<file path="config.mk">
export PLATFORM = sky130hd
export DESIGN_NAME = sdram_rdpre_seq
export DESIGN_NICKNAME = d
export VERILOG_FILES = /design/src/rtl/sdram_rdpre_pkg.sv /design/src/rtl/sdram_rdpre_fsm.sv /design/src/rtl/sdram_rdpre_dv.sv /design/src/rtl/sdram_rdpre_seq.sv
export SDC_FILE = /design/constraint.sdc
export NUM_CORES = 1
export LEC_CHECK = 0
export BUFFER_PORTS_ARGS = -buffer_cell sky130_fd_sc_hd__clkbuf_2
export CORE_AREA = 2 2 102 55
export DETAILED_ROUTE_END_ITERATION = 8
export DIE_AREA = 0 0 104 57
export PLACE_DENSITY = 0.77
export SLEW_MARGIN = 10
export SYNTH_ARGS = -nofsm -noshare
export SYNTH_HDL_FRONTEND = slang
export SYNTH_SLANG_ARGS = --single-unit
</file>
<file path="constraint.sdc">
create_clock -name clk -period 3.2 [get_ports clk]
set_input_delay 0.64 -clock clk [delete_from_list [all_inputs] [get_ports clk]]
set_output_delay 0.64 -clock clk [all_outputs]
set_load 0.1 [all_outputs]
</file>
<file path="src/rtl/sdram_rdpre_pkg.sv">
// Package: shared command codes and sequencer states.
// Assumes the command is coded {cs_n, ras_n, cas_n, we_n}.
package sdram_rdpre_pkg;

    typedef enum logic [3:0] {
        CMD_NOP = 4'b0111,
        CMD_ACT = 4'b0011,
        CMD_RD  = 4'b0101,
        CMD_PRE = 4'b0010
    } sd_cmd_e;

    typedef enum logic [2:0] {
        ST_IDLE,
        ST_ACTIVATE,
        ST_RCD_WAIT,
        ST_READ_ISSUE,
        ST_BURST,
        ST_PRECHARGE,
        ST_RP_WAIT
    } seq_state_e;

endpackage

</file>
<file path="src/rtl/sdram_rdpre_fsm.sv">
// Module: command FSM. It takes a request, opens the row, issues READ after
// T_RCD cycles, and issues PRECHARGE N cycles after READ. N is the wanted
// beat count, so the PRECHARGE lands CL-1 cycles before the last beat for
// either CL. It then holds off new work for T_RP cycles.
// Assumes COL_W <= AP_BIT < ADDR_W, ROW_W <= ADDR_W, T_RCD >= 1, T_RP >= 1.
module sdram_rdpre_fsm
    import sdram_rdpre_pkg::*;
#(
    parameter int BANK_W    = 2,
    parameter int ROW_W     = 12,
    parameter int COL_W     = 8,
    parameter int ADDR_W    = 12,
    parameter int AP_BIT    = 10,
    parameter int BURST_LEN = 4,
    parameter int T_RCD     = 2,
    parameter int T_RP      = 3,
    localparam int LEN_W    = COL_W + 1,
    localparam int RP_W     = $clog2(T_RP + 1)
) (
    input  logic              clk,
    input  logic              rst_n,
    input  logic              req_valid,
    output logic              req_ready,
    input  logic [BANK_W-1:0] req_bank,
    input  logic [ROW_W-1:0]  req_row,
    input  logic [COL_W-1:0]  req_col,
    input  logic              req_full_page,
    input  logic [LEN_W-1:0]  req_beats,
    input  logic              req_cl3,
    output logic [3:0]        cmd_o,
    output logic [BANK_W-1:0] bank_o,
    output logic [ADDR_W-1:0] addr_o,
    output logic              beat_o,
    output logic              busy_o,
    output logic              cl3_o
);

    localparam logic [LEN_W-1:0] PAGE_LEN = LEN_W'(1 << COL_W);
    localparam logic [LEN_W-1:0] FIX_LEN  = LEN_W'(BURST_LEN);
    localparam logic [LEN_W-1:0] RCD_LOAD = LEN_W'(T_RCD - 1);
    localparam logic [RP_W-1:0]  RP_LOAD  = RP_W'(T_RP - 1);

    seq_state_e        state;
    logic [LEN_W-1:0]  cnt;
    logic [LEN_W-1:0]  beats_m1;
    logic [LEN_W-1:0]  eff_beats;
    logic [RP_W-1:0]   rp_cnt;
    logic [BANK_W-1:0] bank_q;
    logic [ROW_W-1:0]  row_q;
    logic [COL_W-1:0]  col_q;
    logic              cl3_q;
    sd_cmd_e           cmd;

    // Work out how many beats the request resolves to, after clamping.
    always_comb begin
        if (req_full_page) begin
            eff_beats = (req_beats == '0 || req_beats > PAGE_LEN) ? PAGE_LEN : req_beats;
        end else begin
            eff_beats = (req_beats == '0 || req_beats > FIX_LEN) ? FIX_LEN : req_beats;
        end
    end

    // Step through the states and keep the shared delay counter and the tRP counter.
    always_ff @(posedge clk) begin
        if (!rst_n) begin
            state    <= ST_IDLE;
            cnt      <= '0;
            beats_m1 <= '0;
            rp_cnt   <= '0;
            bank_q   <= '0;
            row_q    <= '0;
            col_q    <= '0;
            cl3_q    <= 1'b0;
        end else begin
            case (state)
                ST_IDLE: begin
                    if (req_valid && rp_cnt == '0) begin
                        state    <= ST_ACTIVATE;
                        cnt      <= RCD_LOAD;
                        beats_m1 <= eff_beats - LEN_W'(1);
                        bank_q   <= req_bank;
                        row_q    <= req_row;
                        col_q    <= req_col;
                        cl3_q    <= req_cl3;
                    end
                end
                ST_ACTIVATE, ST_RCD_WAIT: begin
                    if (cnt == '0) begin
                        state <= ST_READ_ISSUE;
                        cnt   <= beats_m1;
                    end else begin
                        state <= ST_RCD_WAIT;
                        cnt   <= cnt - LEN_W'(1);
                    end
                end
                ST_READ_ISSUE, ST_BURST: begin
                    if (cnt == '0) begin
                        state  <= ST_PRECHARGE;
                        rp_cnt <= RP_LOAD;
                    end else begin
                        state <= ST_BURST;
                        cnt   <= cnt - LEN_W'(1);
                    end
                end
                ST_PRECHARGE, ST_RP_WAIT: begin
                    if (rp_cnt != '0) begin
                        rp_cnt <= rp_cnt - RP_W'(1);
                    end
                    state <= (rp_cnt <= RP_W'(1)) ? ST_IDLE : ST_RP_WAIT;
                end
                default: state <= ST_IDLE;
            endcase
        end
    end

    // Decode the current state into the command and address on the bus.
    always_comb begin
        cmd    = CMD_NOP;
        addr_o = '0;
        case (state)
            ST_ACTIVATE: begin
                cmd    = CMD_ACT;
                addr_o = ADDR_W'(row_q);
            end
            ST_READ_ISSUE: begin
                cmd            = CMD_RD;
                addr_o         = ADDR_W'(col_q);
                addr_o[AP_BIT] = 1'b0;
            end
            ST_PRECHARGE: begin
                cmd            = CMD_PRE;
                addr_o[AP_BIT] = 1'b0;
            end
            default: cmd = CMD_NOP;
        endcase
    end

    // Drive the outputs seen by the data-valid pipe and the top level.
    assign cmd_o     = cmd;
    assign bank_o    = bank_q;
    assign req_ready = (state == ST_IDLE);
    assign beat_o    = (state == ST_READ_ISSUE) || (state == ST_BURST);
    assign busy_o    = (state != ST_IDLE);
    assign cl3_o     = cl3_q;

endmodule

</file>
<file path="src/rtl/sdram_rdpre_dv.sv">
// Module: data-valid delay pipe. A beat marker from the READ/BURST cycles
// enters at a depth chosen by the CAS latency and comes out CL cycles later.
// Beats already in flight keep their timing when the latency changes.
// Assumes a CAS latency of 2 or 3.
module sdram_rdpre_dv #(
    parameter int MAX_CL = 3
) (
    input  logic clk,
    input  logic rst_n,
    input  logic beat_i,
    input  logic cl3_i,
    output logic valid_o,
    output logic busy_o
);

    logic [MAX_CL-1:0] sr;
    logic [MAX_CL-1:0] sr_next;

    // Shift toward bit 0 and put a new marker in at depth CL-1.
    always_comb begin
        sr_next = sr >> 1;
        if (beat_i) begin
            sr_next[cl3_i ? 2 : 1] = 1'b1;
        end
    end

    // Hold the pipe.
    always_ff @(posedge clk) begin
        if (!rst_n) begin
            sr <= '0;
        end else begin
            sr <= sr_next;
        end
    end

    assign valid_o = sr[0];
    assign busy_o  = |sr;

endmodule

</file>
<file path="src/rtl/sdram_rdpre_seq.sv">
// Module: top of the read-and-close sequencer. It joins the command FSM and
// the data-valid pipe and drives the data mask low while a read is in flight.
// Assumes one bank per instance and CAS latency 2 or 3 per request.
module sdram_rdpre_seq #(
    parameter int BANK_W    = 2,
    parameter int ROW_W     = 12,
    parameter int COL_W     = 8,
    parameter int ADDR_W    = 12,
    parameter int AP_BIT    = 10,
    parameter int BURST_LEN = 4,
    parameter int T_RCD     = 2,
    parameter int T_RP      = 3,
    localparam int LEN_W    = COL_W + 1
) (
    input  logic              clk,
    input  logic              rst_n,
    input  logic              req_valid,
    output logic              req_ready,
    input  logic [BANK_W-1:0] req_bank,
    input  logic [ROW_W-1:0]  req_row,
    input  logic [COL_W-1:0]  req_col,
    input  logic              req_full_page,
    input  logic [LEN_W-1:0]  req_beats,
    input  logic              req_cl3,
    output logic [3:0]        sd_cmd,
    output logic [BANK_W-1:0] sd_bank,
    output logic [ADDR_W-1:0] sd_addr,
    output logic              sd_dqm,
    output logic              rd_valid
);

    logic beat;
    logic fsm_busy;
    logic dv_busy;
    logic cl3_q;

    sdram_rdpre_fsm #(
        .BANK_W   (BANK_W),
        .ROW_W    (ROW_W),
        .COL_W    (COL_W),
        .ADDR_W   (ADDR_W),
        .AP_BIT   (AP_BIT),
        .BURST_LEN(BURST_LEN),
        .T_RCD    (T_RCD),
        .T_RP     (T_RP)
    ) u_fsm (
        .clk          (clk),
        .rst_n        (rst_n),
        .req_valid    (req_valid),
        .req_ready    (req_ready),
        .req_bank     (req_bank),
        .req_row      (req_row),
        .req_col      (req_col),
        .req_full_page(req_full_page),
        .req_beats    (req_beats),
        .req_cl3      (req_cl3),
        .cmd_o        (sd_cmd),
        .bank_o       (sd_bank),
        .addr_o       (sd_addr),
        .beat_o       (beat),
        .busy_o       (fsm_busy),
        .cl3_o        (cl3_q)
    );

    sdram_rdpre_dv #(
        .MAX_CL(3)
    ) u_dv (
        .clk    (clk),
        .rst_n  (rst_n),
        .beat_i (beat),
        .cl3_i  (cl3_q),
        .valid_o(rd_valid),
        .busy_o (dv_busy)
    );

    // Hold the mask low from ACTIVE until the last beat has left the pipe.
    assign sd_dqm = !(fsm_busy || dv_busy);

endmodule

</file>
==> qor.csv <==
metric,value,unit
status,"complete, no violations",
rr_startpoint,u_fsm.state[2],
area_growth,16.04,%
gp_congestion,0.9188,
fin_area,0.003033,mm^2
fin_tns_setup,0,ns
critPathRequiredTime,2.56,ns
startpoint_type,flop,
holdWs,0.4662,ns
final_common_cell,nand2_1,
io_buffers,55,
ys.flop_type,dfxtp_1,
final_cell_mix,"62 x nand2_1, 55 x clkbuf_2, 49 x dfxtp_1",
track_usage,0.2165,
final_core_util,0.5906,
vdd_drop_max,0.4933,mV
critPathLaunch,u_fsm.state[0],
r2r_cells,6,
hold_violations,0,
drt_iter0_drc,118,
drive_gt1_frac,0.2032,
cts_buffer_depth,2,
netlist_instances,329,
synth_edf_count,0,
postCtsSetupRepairBufs,0,
cts_hold_buf,0,
max_cap_violations,0,
critPathCaptureType,primary output,
layout.cells.non_filler,447,
grt_pass1_vias,2225,
p_leak,1.244,nW
clk_pin_slew,0.09,ns
grt-ovfl-total,0,
grt_pass1_wl,10.18,mm
wire_per_inst,13.96,um
relSlewSlack,0.4209,
nets,413,
cp_num_cells,3,
clk_latency,0.31,ns
synth_top_area_frac,0.3753,
final_max_slew_viol_count,0,
max_freq,370.8,MHz
initial_core_util,0.5090,
synth-seq-area-share,0.3753,
tightest_slew,0.8662,ns
worstHoldPathType,flop to flop,
cts_tree,done,
cts-htree-levels,2,
crit_slowest_cell,dfxtp_1,
num_io_pins,57,
setup_viol,0,
routed_wl,6.238,mm
rows,19,
die-area,0.005928,mm^2
netlist_top_cells_area,"dfxtp_1 38%, nand2_1 8.9%, a21boi_0 8.6%",
dp_hpwl,4.586,mm
rrSetupSlack,0.95,ns
die_x,104,um
antenna_found_initial,0,
ant_nets,0,
critical_path.endpoint,sd_addr[3],
place_area,0.002937,mm^2
fin_worst_skew,0.005695,ns
cts_buffers,5,
crit_path_max_fanout,11,
syn_area,0.002614,mm^2
min_period,2.697,ns
first_pass_iters,4,
syn_nets,369,
ys_types,50,
grt_max_degree,51,
path_cells,and3b_1 > a22o_1 > clkbuf_2,
path_class,flop to primary output,
core-area,0.005135,mm^2
dp.cells,439,
n_antenna_cell,0,
vias,2516,
min_period_over_period,0.8428,
cts.sinks,49,
critPathBufInv,1,
routed_via_density,5.629,
remaining_drc_errors,0,
power-per-cell-area,957.6,mW/mm^2
path_delay_family,flip-flops,
reg2reg_to,u_fsm.cnt[2],
clockRootBuffer,clkbuf_8,
cts-resized-gates,0,
syn_avg_cell_area,7.945,um^2
yosysWarnings,0,
dieHeight,57,um
synth-seq-cells,49,
rsz0062_at_grt,false,
arrival,2.06,ns
cpPeakStageDelay,0.56,ns
synth_area_leader_cell,dfxtp_1,
async_reset_ff_frac,0,
## worst min-delay path by stage
| stage | startpoint | cells past startpoint | to | slack [ns] |
|---|---|---|---|---|
| after CTS | u_fsm.row_q[9] | 2 | u_fsm.row_q[9] | 0.47 |
| after floorplan | u_fsm.row_q[8] | 2 | u_fsm.row_q[8] | 0.44 |
| after global routing | u_fsm.row_q[11] | 2 | u_fsm.row_q[11] | 0.49 |
| after detailed placement | u_fsm.row_q[9] | 2 | u_fsm.row_q[9] | 0.46 |
| after global placement | u_fsm.row_q[8] | 2 | u_fsm.row_q[8] | 0.45 |
| final | u_fsm.row_q[9] | 2 | u_fsm.row_q[9] | 0.47 |
## worst min-delay path, delay by kind of cell (launching register included)
kind | cells | cell delay, ns
compound gates | 1 | 0.06
flops | 1 | 0.31
simple gates | 1 | 0.04
## kinds of logic (layout without fill, tap and decap cells)
group	after synthesis	in the layout	synth area share
simple gates	132	132	0.2389
buf+inv	28	73	0.04548
fa+ha+maj	4	4	0.01915
other cells	1	1	0.001435
mux	2	2	0.008138
xor+xnor	6	6	0.02011
compound gates	107	107	0.2915
flops	49	49	0.3753
## through the flow
| step | power, mW | setup slack (ns) |
|---|---|---|
| 2_1_floorplan | 2.202 | 0.02084 |
| 3_3_place_gp | 2.475 | 0.3063 |
| 3_5_place_dp | 2.514 | 0.2301 |
| 4_1_cts | 2.900 | 0.5164 |
| 5_1_grt | 3.096 | 0.2609 |
| 6_report | 2.904 | 0.5031 |
## state kept, by name, indices dropped and copies added, names as in the netlist
name            cells
u_fsm.beats_m1      9
u_fsm.rp_cnt        2
u_fsm.col_q         8
u_fsm.row_q        12
u_dv.sr             3
u_fsm.state         3
u_fsm.bank_o        2
u_fsm.cnt           9
u_fsm.cl3_o         1
## cell usage after synthesis (all sizes together), types with 2 or more instances
master / n
a21boi: 31
nand2b: 5
nand3: 10
buf: 9
nor2b: 4
nor2: 17
or3: 2
nand3b: 2
a31oi: 4
a22o: 9
and3: 4
xnor2: 2
nor4b: 2
inv: 7
clkbuf: 12
o2bb2ai: 3
o221ai: 2
a22oi: 4
nor4: 3
nor3: 6
nand4: 2
o211ai: 4
nand2: 62
o21ai: 24
o21a: 4
ha: 4
dfxtp: 49
a21oi: 12
o211a: 2
xor2: 4
and2: 9
## layer usage
layer | GRT usage | vias up | part of all wire
met5 | 0 | - | 0
met4 | 0.08687 | 0 | 0.013
met3 | 0.05029 | 7 | 0.066
met2 | 0.3045 | 87 | 0.42
met1 | 0.3207 | 1165 | 0.50
li1 | - | 1257 | -
## power breakdown
part           internal, mW  switching (mW)
sequential            0.767           0.147
combinational         0.474            1.13
clock                 0.175           0.212
## area by class of cell
class / instances / area, um^2
multi-input cells: 252 / 1540
clock buffers: 6 / 82.58
well taps: 73 / 91.34
clock inverters: 2 / 13.76
repair buffers: 58 / 297.8
flip-flops and latches: 49 / 980.9
inverters: 7 / 26.28
fillers: 503 / 2102
Note: power is estimated with default switching activity, not from simulation.
